<file path="config.mk">
export PLATFORM = sky130hd
export DESIGN_NAME = dram_cmd_sched
export DESIGN_NICKNAME = d
export VERILOG_FILES = /design/src/rtl/dram_sched_pkg.sv /design/src/rtl/refresh_timer.sv /design/src/rtl/bank_busy.sv /design/src/rtl/dram_cmd_sched.sv
export SDC_FILE = /design/constraint.sdc
export NUM_CORES = 1
export LEC_CHECK = 0
export BUFFER_PORTS_ARGS = -buffer_cell sky130_fd_sc_hd__buf_2
export CORE_ASPECT_RATIO = 0.5
export CORE_UTILIZATION = 40
export DETAILED_ROUTE_END_ITERATION = 8
export GPL_ROUTABILITY_DRIVEN = 0
export GPL_TIMING_DRIVEN = 0
export PLACE_DENSITY = 0.63
export SYNTH_ARGS = -nofsm -noshare
export SYNTH_HDL_FRONTEND = slang
export SYNTH_SLANG_ARGS = --single-unit
</file>
<file path="constraint.sdc">
create_clock -name clk_i -period 4 [get_ports clk_i]
set_input_delay 0.4 -clock clk_i [delete_from_list [all_inputs] [get_ports clk_i]]
set_output_delay 0.4 -clock clk_i [all_outputs]
set_load 0.005 [all_outputs]
</file>
<file path="src/rtl/dram_sched_pkg.sv">
`timescale 1ns/1ps
package dram_sched_pkg;
  localparam int NUM_BANKS = 8;
  localparam int BANK_W    = $clog2(NUM_BANKS);
  localparam int ADDR_W    = 20;
  localparam int MODE_W    = 18;
  localparam int DM_W      = 2;

  typedef enum logic [2:0] {
    CMD_NOP   = 3'd0,
    CMD_MRS   = 3'd1,
    CMD_READ  = 3'd2,
    CMD_WRITE = 3'd3,
    CMD_AREF  = 3'd4
  } cmd_e;
endpackage

</file>
<file path="src/rtl/refresh_timer.sv">
`timescale 1ns/1ps
module refresh_timer #(
  parameter int INTERVAL = 195,
  parameter int BURST    = 8,
  parameter int DEBT_W   = 5,
  parameter int BANK_W   = 3
) (
  input  logic              clk_i,
  input  logic              rst_ni,
  input  logic              posted_i,
  input  logic              grant_i,
  output logic              due_o,
  output logic [BANK_W-1:0] bank_o
);
  localparam int PERIOD_MAX = INTERVAL * BURST;
  localparam int CNT_W      = $clog2(PERIOD_MAX + 1);
  localparam int DEBT_MAX   = (1 << DEBT_W) - 1;

  logic [CNT_W-1:0]  cnt_q, limit;
  logic              tick;
  logic [DEBT_W-1:0] debt_q;
  logic [DEBT_W:0]   debt_sum, debt_add;
  logic [BANK_W-1:0] bank_q;

  assign limit    = posted_i ? CNT_W'(PERIOD_MAX - 1) : CNT_W'(INTERVAL - 1);
  assign tick     = (cnt_q >= limit);
  assign debt_add = tick ? (posted_i ? (DEBT_W+1)'(BURST) : (DEBT_W+1)'(1)) : '0;
  // grant only when debt is nonzero, so no underflow
  assign debt_sum = {1'b0, debt_q} + debt_add - {{DEBT_W{1'b0}}, grant_i};

  always_ff @(posedge clk_i or negedge rst_ni) begin
    if (!rst_ni) begin
      cnt_q  <= '0;
      debt_q <= '0;
      bank_q <= '0;
    end else begin
      cnt_q  <= tick ? '0 : cnt_q + 1'b1;
      debt_q <= (debt_sum > (DEBT_W+1)'(DEBT_MAX)) ? DEBT_W'(DEBT_MAX) : debt_sum[DEBT_W-1:0];
      if (grant_i) bank_q <= bank_q + 1'b1;
    end
  end

  assign due_o  = (debt_q != '0);
  assign bank_o = bank_q;
endmodule

</file>
<file path="src/rtl/bank_busy.sv">
`timescale 1ns/1ps
module bank_busy #(
  parameter int NUM_BANKS   = 8,
  parameter int BANK_W      = 3,
  parameter int BUSY_CYCLES = 4
) (
  input  logic                 clk_i,
  input  logic                 rst_ni,
  input  logic                 issue_i,
  input  logic [BANK_W-1:0]    issue_bank_i,
  output logic [NUM_BANKS-1:0] busy_o
);
  localparam int CW = $clog2(BUSY_CYCLES + 1);

  for (genvar b = 0; b < NUM_BANKS; b++) begin : g_bank
    logic [CW-1:0] cnt_q;
    always_ff @(posedge clk_i or negedge rst_ni) begin
      if (!rst_ni)
        cnt_q <= '0;
      else if (issue_i && issue_bank_i == BANK_W'(b))
        cnt_q <= CW'(BUSY_CYCLES - 1);
      else if (cnt_q != '0)
        cnt_q <= cnt_q - 1'b1;
    end
    assign busy_o[b] = (cnt_q != '0);
  end
endmodule

</file>
<file path="src/rtl/dram_cmd_sched.sv">
`timescale 1ns/1ps
module dram_cmd_sched
  import dram_sched_pkg::*;
#(
  parameter int REF_INTERVAL = 195,
  parameter int BUSY_CYCLES  = 4,
  parameter int DEBT_W       = 5
) (
  input  logic              clk_i,
  input  logic              rst_ni,
  input  logic              ref_posted_i,
  input  logic              req_valid_i,
  output logic              req_ready_o,
  input  logic [1:0]        req_kind_i,
  input  logic [BANK_W-1:0] req_bank_i,
  input  logic [ADDR_W-1:0] req_addr_i,
  input  logic [DM_W-1:0]   req_dm_i,
  output logic [2:0]        cmd_o,
  output logic [BANK_W-1:0] cmd_bank_o,
  output logic [ADDR_W-1:0] cmd_addr_o,
  output logic [DM_W-1:0]   cmd_dm_o
);
  logic [NUM_BANKS-1:0] busy;
  logic                 ref_due, ref_go, all_idle, is_mrs, accept, issue;
  logic [BANK_W-1:0]    ref_bank, issue_bank;

  cmd_e              cmd_d, cmd_q;
  logic [BANK_W-1:0] bank_d, bank_q;
  logic [ADDR_W-1:0] addr_d, addr_q;
  logic [DM_W-1:0]   dm_d, dm_q;

  refresh_timer #(
    .INTERVAL (REF_INTERVAL),
    .BURST    (NUM_BANKS),
    .DEBT_W   (DEBT_W),
    .BANK_W   (BANK_W)
  ) u_ref (
    .clk_i    (clk_i),
    .rst_ni   (rst_ni),
    .posted_i (ref_posted_i),
    .grant_i  (ref_go),
    .due_o    (ref_due),
    .bank_o   (ref_bank)
  );

  bank_busy #(
    .NUM_BANKS   (NUM_BANKS),
    .BANK_W      (BANK_W),
    .BUSY_CYCLES (BUSY_CYCLES)
  ) u_busy (
    .clk_i        (clk_i),
    .rst_ni       (rst_ni),
    .issue_i      (issue),
    .issue_bank_i (issue_bank),
    .busy_o       (busy)
  );

  assign all_idle    = ~|busy;
  assign is_mrs      = req_kind_i[1];
  assign ref_go      = ref_due && !busy[ref_bank];
  // refresh owed blocks all user traffic
  assign req_ready_o = !ref_due && (is_mrs ? all_idle : !busy[req_bank_i]);
  assign accept      = req_valid_i && req_ready_o;

  always_comb begin
    cmd_d      = CMD_NOP;
    bank_d     = '0;
    addr_d     = '0;
    dm_d       = '0;
    issue      = 1'b0;
    issue_bank = ref_bank;
    if (ref_go) begin
      cmd_d  = CMD_AREF;
      bank_d = ref_bank;
      issue  = 1'b1;
    end else if (accept) begin
      if (is_mrs) begin
        cmd_d  = CMD_MRS;
        addr_d = ADDR_W'(req_addr_i[MODE_W-1:0]);
      end else begin
        cmd_d      = req_kind_i[0] ? CMD_WRITE : CMD_READ;
        bank_d     = req_bank_i;
        addr_d     = req_addr_i;
        dm_d       = req_kind_i[0] ? req_dm_i : '0;
        issue      = 1'b1;
        issue_bank = req_bank_i;
      end
    end
  end

  always_ff @(posedge clk_i or negedge rst_ni) begin
    if (!rst_ni) begin
      cmd_q  <= CMD_NOP;
      bank_q <= '0;
      addr_q <= '0;
      dm_q   <= '0;
    end else begin
      cmd_q  <= cmd_d;
      bank_q <= bank_d;
      addr_q <= addr_d;
      dm_q   <= dm_d;
    end
  end

  assign cmd_o      = cmd_q;
  assign cmd_bank_o = bank_q;
  assign cmd_addr_o = addr_q;
  assign cmd_dm_o   = dm_q;
endmodule

</file>
---- Yosys cells after proc, flatten, opt, wreduce, memory -nomap -nowiden ----
Index checks and enable logic that the tools add are counted.
operators by class
  equal/unequal tests ..................... 7
  reduce and logical (&&, ||, !) cells .... 34
  multiplexer cells ....................... 46
  magnitude comparators ................... 4
  $add $sub $neg .......................... 12
operators by type and width
  cell                                                           number
  2-to-1 mux 3 bit                                               23
  2-to-1 mux 20 bit                                              3
  nonzero test 3 bit                                             8
  subtractor 3 x 1 -> 3 bit, second input constant               8
  2-to-1 mux 11 bit                                              2
  nonzero test 2 bit                                             8
  equality test 3 bit, second input constant                     4
  2-to-1 mux 2 bit                                               6
  adder 11 x 1 -> 11 bit, second input constant                  1
  >= comparator 11 bit                                           1
  logical AND 1 bit                                              11
  < comparator 3 x 4 -> 1 bit, second input constant             2
  OR reduction 8 bit                                             1
  2-to-1 mux 1 bit                                               7
  adder 5 x 6 -> 6 bit                                           1
  binary-select mux 1 bit (select 3 bit)                         2
  equality test 3 x 2 -> 1 bit, second input constant            2
  greater-than comparator 6 x 5 -> 1 bit, second input constant  1
  2-to-1 mux 6 bit                                               1
  subtractor 6 x 1 -> 6 bit                                      1
  2-to-1 mux 5 bit                                               1
  nonzero test 5 bit                                             1
  logical NOT 1 bit                                              4
  2-to-1 mux 4 bit                                               1
  other kinds (3)                                                3
storage, ports and cells
  bits in registers ....................... 71
  logic and storage cells ................. 118
  output and inout bits ................... 29
  bits of input ports ..................... 31

---- Depth between registers and ports, before layout ----
  depth in word-level cells ............... 12
  gate-level depth with buffers ........... 17
  mapped depth without buffers ............ 16

---- Cells and area by module ----
From an unflattened synthesis, not the netlist that was laid out.
second synthesis, totals
  cell total of the unflattened synthesis .. 343
  area, all modules ....................... 3,832.4 µm²
modules (own cells, without submodules)
  module          seq. area each (µm²)  area an instance (µm²)  cells an instance  times used
  refresh_timer   475.5                 1,328.8                 124                1
  bank_busy       600.6                 1,327.5                 129                1
  dram_cmd_sched  700.7                 1,176.1                 90                 1

---- Least setup slack after synthesis ----
Ideal clock, no wire load.
  path type ............................... register to register
  start ................................... register u_busy.g_bank[0].cnt_q[0]
  end ..................................... register u_ref.debt_q[4]
  buffers on the path ..................... 1
  period minus slack after synthesis ...... 3.102 ns
  setup time .............................. 0.125 ns
  cell stages (with the launch flop) ...... 18
  slack ................................... 0.898 ns
  arrival ................................. 2.977 ns
  cells stage by stage .................... dfrtp_1 inv_1 ha_1 ha_1 clkbuf_1 mux4_2 mux2i_4 nor2_2 ha_1 inv_1 ha_1 inv_1 fa_1 inv_1 a21o_1 a21oi_1 xor2_1 nand2_1
on the way
  cells in the longest elaborated chain, start to end .. 8
ends and longest elaborated chain
  element                                   RTL line              source
  from (decl)                               bank_busy.sv:16       logic [CW-1:0] cnt_q;
  from (signal assigned)                    bank_busy.sv:21       cnt_q <= CW'(BUSY_CYCLES - 1);
  from (signal assigned)                    bank_busy.sv:23       cnt_q <= cnt_q - 1'b1;
  nonzero test 3 bit *                      bank_busy.sv:25       assign busy_o[b] = (cnt_q != '0);
  binary-select mux 1 bit (select 3 bit) *  dram_cmd_sched.sv:60  assign ref_go = ref_due && !busy[ref_bank];
  2-to-1 mux 1 bit (implied by the code) *  dram_cmd_sched.sv:60
  logical NOT 1 bit *                       dram_cmd_sched.sv:60
  logical AND 1 bit *                       dram_cmd_sched.sv:60
  subtractor 6 x 1 -> 6 bit *               refresh_timer.sv:29   assign debt_sum = {1'b0, debt_q} + debt_add - {{DEBT_W{1'b0}}, grant_i};
  greater-than comparator 6 x 5 -> 1 bit    refresh_timer.sv:38   debt_q <= (debt_sum > (DEBT_W+1)'(DEBT_MAX)) ? DEBT_W'(DEBT_MAX) : debt_sum[DEBT_W-1:0];
  2-to-1 mux 5 bit *                        refresh_timer.sv:38
  to (signal assigned)                      refresh_timer.sv:38
  to (decl)                                 refresh_timer.sv:21   logic [DEBT_W-1:0] debt_q;
Mark *: on every way between the ends. The rest lies on a longest branch, timed or not. The select of a mux whose other input is x is not followed.
A chain may end at the register's enable or synchronous reset.

---- Final worst setup path ----
Ends and elaborated chain as after synthesis.

==> results.sh <==
export IMPL_swShare_pct=36.50
export IMPL_crit_required_ps=4210
export IMPL_postCtsSetupRepairBufs=0
export IMPL_hold_viol=0
export IMPL_crit_type="reg2reg"
export IMPL_clk_pin_slew_ps=50
export IMPL_area_growth_pct=19.08
export IMPL_irDropWorstVdd_v=0.0003006
export IMPL_synth_seq_cells=71
export IMPL_vias=2690
export IMPL_hold_path_class="in2async"
export IMPL_io_buffers=57
export IMPL_ys_async_sr_fraction_pct=100.0
export IMPL_syn_area_mm2=0.003849
export IMPL_cp_max_fo=8
export IMPL_cts_resized_gates=0
export IMPL_synth_seq_area_share_pct=46.16
export IMPL_grt_pass1_wl_um=12630
export IMPL_fmax_mhz=290.1
export IMPL_grt_overflow=0
export IMPL_dp_hpwl_um=5326
export IMPL_nNetsFinal=497
export IMPL_htree_num_levels=3
export IMPL_p_leak_nw=2.359
export IMPL_drt_iter0_drc=110
export IMPL_diodes=0
export IMPL_cts_hold_buffers_added=0
export IMPL_ant_nets=0
export IMPL_synthFlopType="dfrtp_1"
export IMPL_placed_area_mm2=0.004303
export IMPL_layout_drive_gt1_share_pct=28.38
export IMPL_crit_chain="inv_1, ha_1, ha_1, clkbuf_1, mux4_2, mux2i_4, nor2_2, ha_1, inv_1, ha_1, inv_1, fa_1, inv_1, a21o_1, a21oi_1, xor2_1, nand2_1"
export IMPL_tns_ps=0
export IMPL_drt_pass1_iter_count=4
export IMPL_yosysTopAreaCell="dfrtp_1"
export IMPL_avgSynthCellArea_um2=10.57
export IMPL_timing_rr_start="u_busy.g_bank[0].cnt_q[0]$_DFFE_PN0P_"
export IMPL_pwr_share_comb_pct=42.4
export IMPL_avgViaCountPerCell=4.856
export IMPL_final_core_util_pct=50.88
export IMPL_gr_usage_all_layers_pct=16.28
export IMPL_die_y_um=71.36
export IMPL_p_per_area_mw_per_mm2=713.3
export IMPL_yosysMostFrequentCell="dfrtp_1"
export IMPL_power_internal_mw=2.076
export IMPL_final_setup_skew_ps=6.078
export IMPL_rows=24
export IMPL_maxSlewViolCount=0
export IMPL_finalSetupViolCount=0
export IMPL_holdWs_ps=18.88
export IMPL_p_seq_share_pct=34.2
export IMPL_fin_crit_ps=3447
export IMPL_initial_core_util_pct=42.72
export IMPL_synthTopCellsByArea="dfrtp_1, ha_1, inv_1"
export IMPL_cts_tree="done"
export IMPL_crit_family="adder cells"
export IMPL_yosysUniqueCellTypes=58
export IMPL_rsz0062_at_grt="false"
export IMPL_clock_sinks=71
export IMPL_clk_path_buf_depth=2
export IMPL_synth_top_area_share_pct=46.16
export IMPL_design_area_mm2=0.004583
export IMPL_startpoint="u_busy.g_bank[0].cnt_q[0]$_DFFE_PN0P_"
export IMPL_worstSkewPairLatency_ps=330
export IMPL_die_width_um=140.7
export IMPL_p_clk_share_pct=23.4
export IMPL_yosysWarningCount=0
export IMPL_arrival_ps=3660
export IMPL_crit_slowest_cell="mux4_2"
export IMPL_slew_headroom_pct=57.01
export IMPL_cp_num_buf_inv=5
export IMPL_slowest_delay_ps=520
export IMPL_dp_cells=539
export IMPL_core_mm2=0.009009
export IMPL_endpoint_kind="flip-flop"
export IMPL_synth_edf_count=0
export IMPL_routed_wl_um=7153
export IMPL_syn_inst=364
export IMPL_cts_buffers_inserted=9
export IMPL_cts_root_buffer="clkbuf_16"
export IMPL_power_switching_mw=1.193
export IMPL_synth_fp_nets=428
export IMPL_outcome="complete, no violations"
export IMPL_avgRoutedWirePerCell_um=12.91
export IMPL_finalCritPeriodShare_pct=86.18
export IMPL_dieArea_mm2=0.01004
export IMPL_drv_cap=0
export IMPL_grt_max_degree=38
export IMPL_worstMarginPinSlew_ps=639.9
export IMPL_io_pins=60
export IMPL_ys_top_cells_by_count="dfrtp_1, inv_1, nand2_1"
export IMPL_antenna_found_initial=0
export IMPL_grt_pass1_vias=2616
export IMPL_stdcell_count=554
export IMPL_critPathLaunchType="flip-flop"
export IMPL_drc=0
==> cell usage in the layout, fill, tap and decap left out, types with 3 or more instances in the layout <==
cell       instances
clkbuf_1           5
buf_2             60
a31oi_1            3
buf_6              3
nand2_1           37
xnor2_1            7
o211ai_1           9
inv_1             39
nor4_1             4
xor2_1            15
mux2_2             4
o21ai_1            6
nand3_1            7
mux4_2             3
a21oi_1           12
nand2b_1           5
clkbuf_2           5
and3_1             3
ha_1              32
nor3_1             9
clkbuf_16          9
and2_2             9
and2_1            11
o21ai_0           12
nor2_1             5
and2_4             9
dfrtp_1           71
==> final timing paths <==
check	slack, ps	cells after the start	to
worst max register to register	550	17	u_ref.debt_q[4]$_DFF_PN0_
worst min-delay path	20	1	u_ref.debt_q[2]$_DFF_PN0_
worst min register to register	500	2	u_busy.g_bank[2].cnt_q[1]$_DFFE_PN0P_
worst max-delay path	550	17	u_ref.debt_q[4]$_DFF_PN0_
max in group asynchronous	3440	2	cmd_addr_o[13]$_DFF_PN0_
min in group clk_i	270	2	cmd_addr_o[19]$_DFF_PN0_
==> worst register-to-register path, delay by kind of cell (launching register included) <==
family          cells  cell delay, ps
flops               1             360
xor+xnor            1             130
buf+inv             5             430
mux                 2             770
simple gates        2             210
fa+ha+maj           5            1240
compound gates      2             180
==> registers in the layout, summed over array words and instances (netlist names) <==
signal,count
u_busy.g_bank.cnt_q,24
u_ref.debt_q,5
cmd_bank_o,3
u_ref.cnt_q,11
cmd_dm_o,2
cmd_addr_o,20
u_ref.bank_o,3
cmd_o,3
==> cell families (layout without fill, tap and decap cells) <==
family / after synthesis / in the layout / share of synthesized area, %
AND/OR/NAND/NOR: 115 / 115 / 17.59
flip-flops: 71 / 71 / 46.16
AO/OA/AOI/OAI: 59 / 59 / 10.27
buffers and inverters: 55 / 128 / 6.242
adder cells (fa/ha/maj): 33 / 33 / 10.92
XOR/XNOR: 22 / 22 / 5.007
multiplexers: 9 / 9 / 3.803
==> power by group through the flow <==
stage | combinational, mW | sequential, mW | clock (mW)
after floorplan | 1.10 | 1.10 | 0
after global placement | 1.35 | 1.12 | 0
after detailed placement | 1.40 | 1.13 | 0
after CTS | 1.42 | 1.12 | 0.788
after global routing | 1.63 | 1.15 | 0.819
final | 1.39 | 1.12 | 0.764
==> stage by stage <==
| stage | total power, mW | setup slack [ps] |
|---|---|---|
| 2_1_floorplan | 2.201 | 898.5 |
| 3_3_place_gp | 2.478 | 448.9 |
| 3_5_place_dp | 2.531 | 482.2 |
| 4_1_cts | 3.323 | 548.4 |
| 5_1_grt | 3.597 | 195.8 |
| 6_report | 3.269 | 552.9 |
==> layer usage <==
metal | track usage (%) | routed length, µm | vias to the layer above
met4 | 5.918 | 96 | 0
met3 | 5.481 | 244 | 9
li1 | - | - | 1361
met1 | 21.19 | 3360 | 1289
met2 | 25.54 | 3452 | 31
met5 | 0 | 0 | -
==> final cells by class <==
cell class	instances	area, µm²
Clock buffer	11	232.7
Fill cell	844	4425
Clock inverter	4	47.55
Timing Repair Buffer	58	307.8
Tap cell	117	146.4
Sequential cell	71	1777
Inverter	40	150.1
Buffer	15	90.09
Multi-Input combinational cell	238	1832
(Power assumes the default switching activity.)
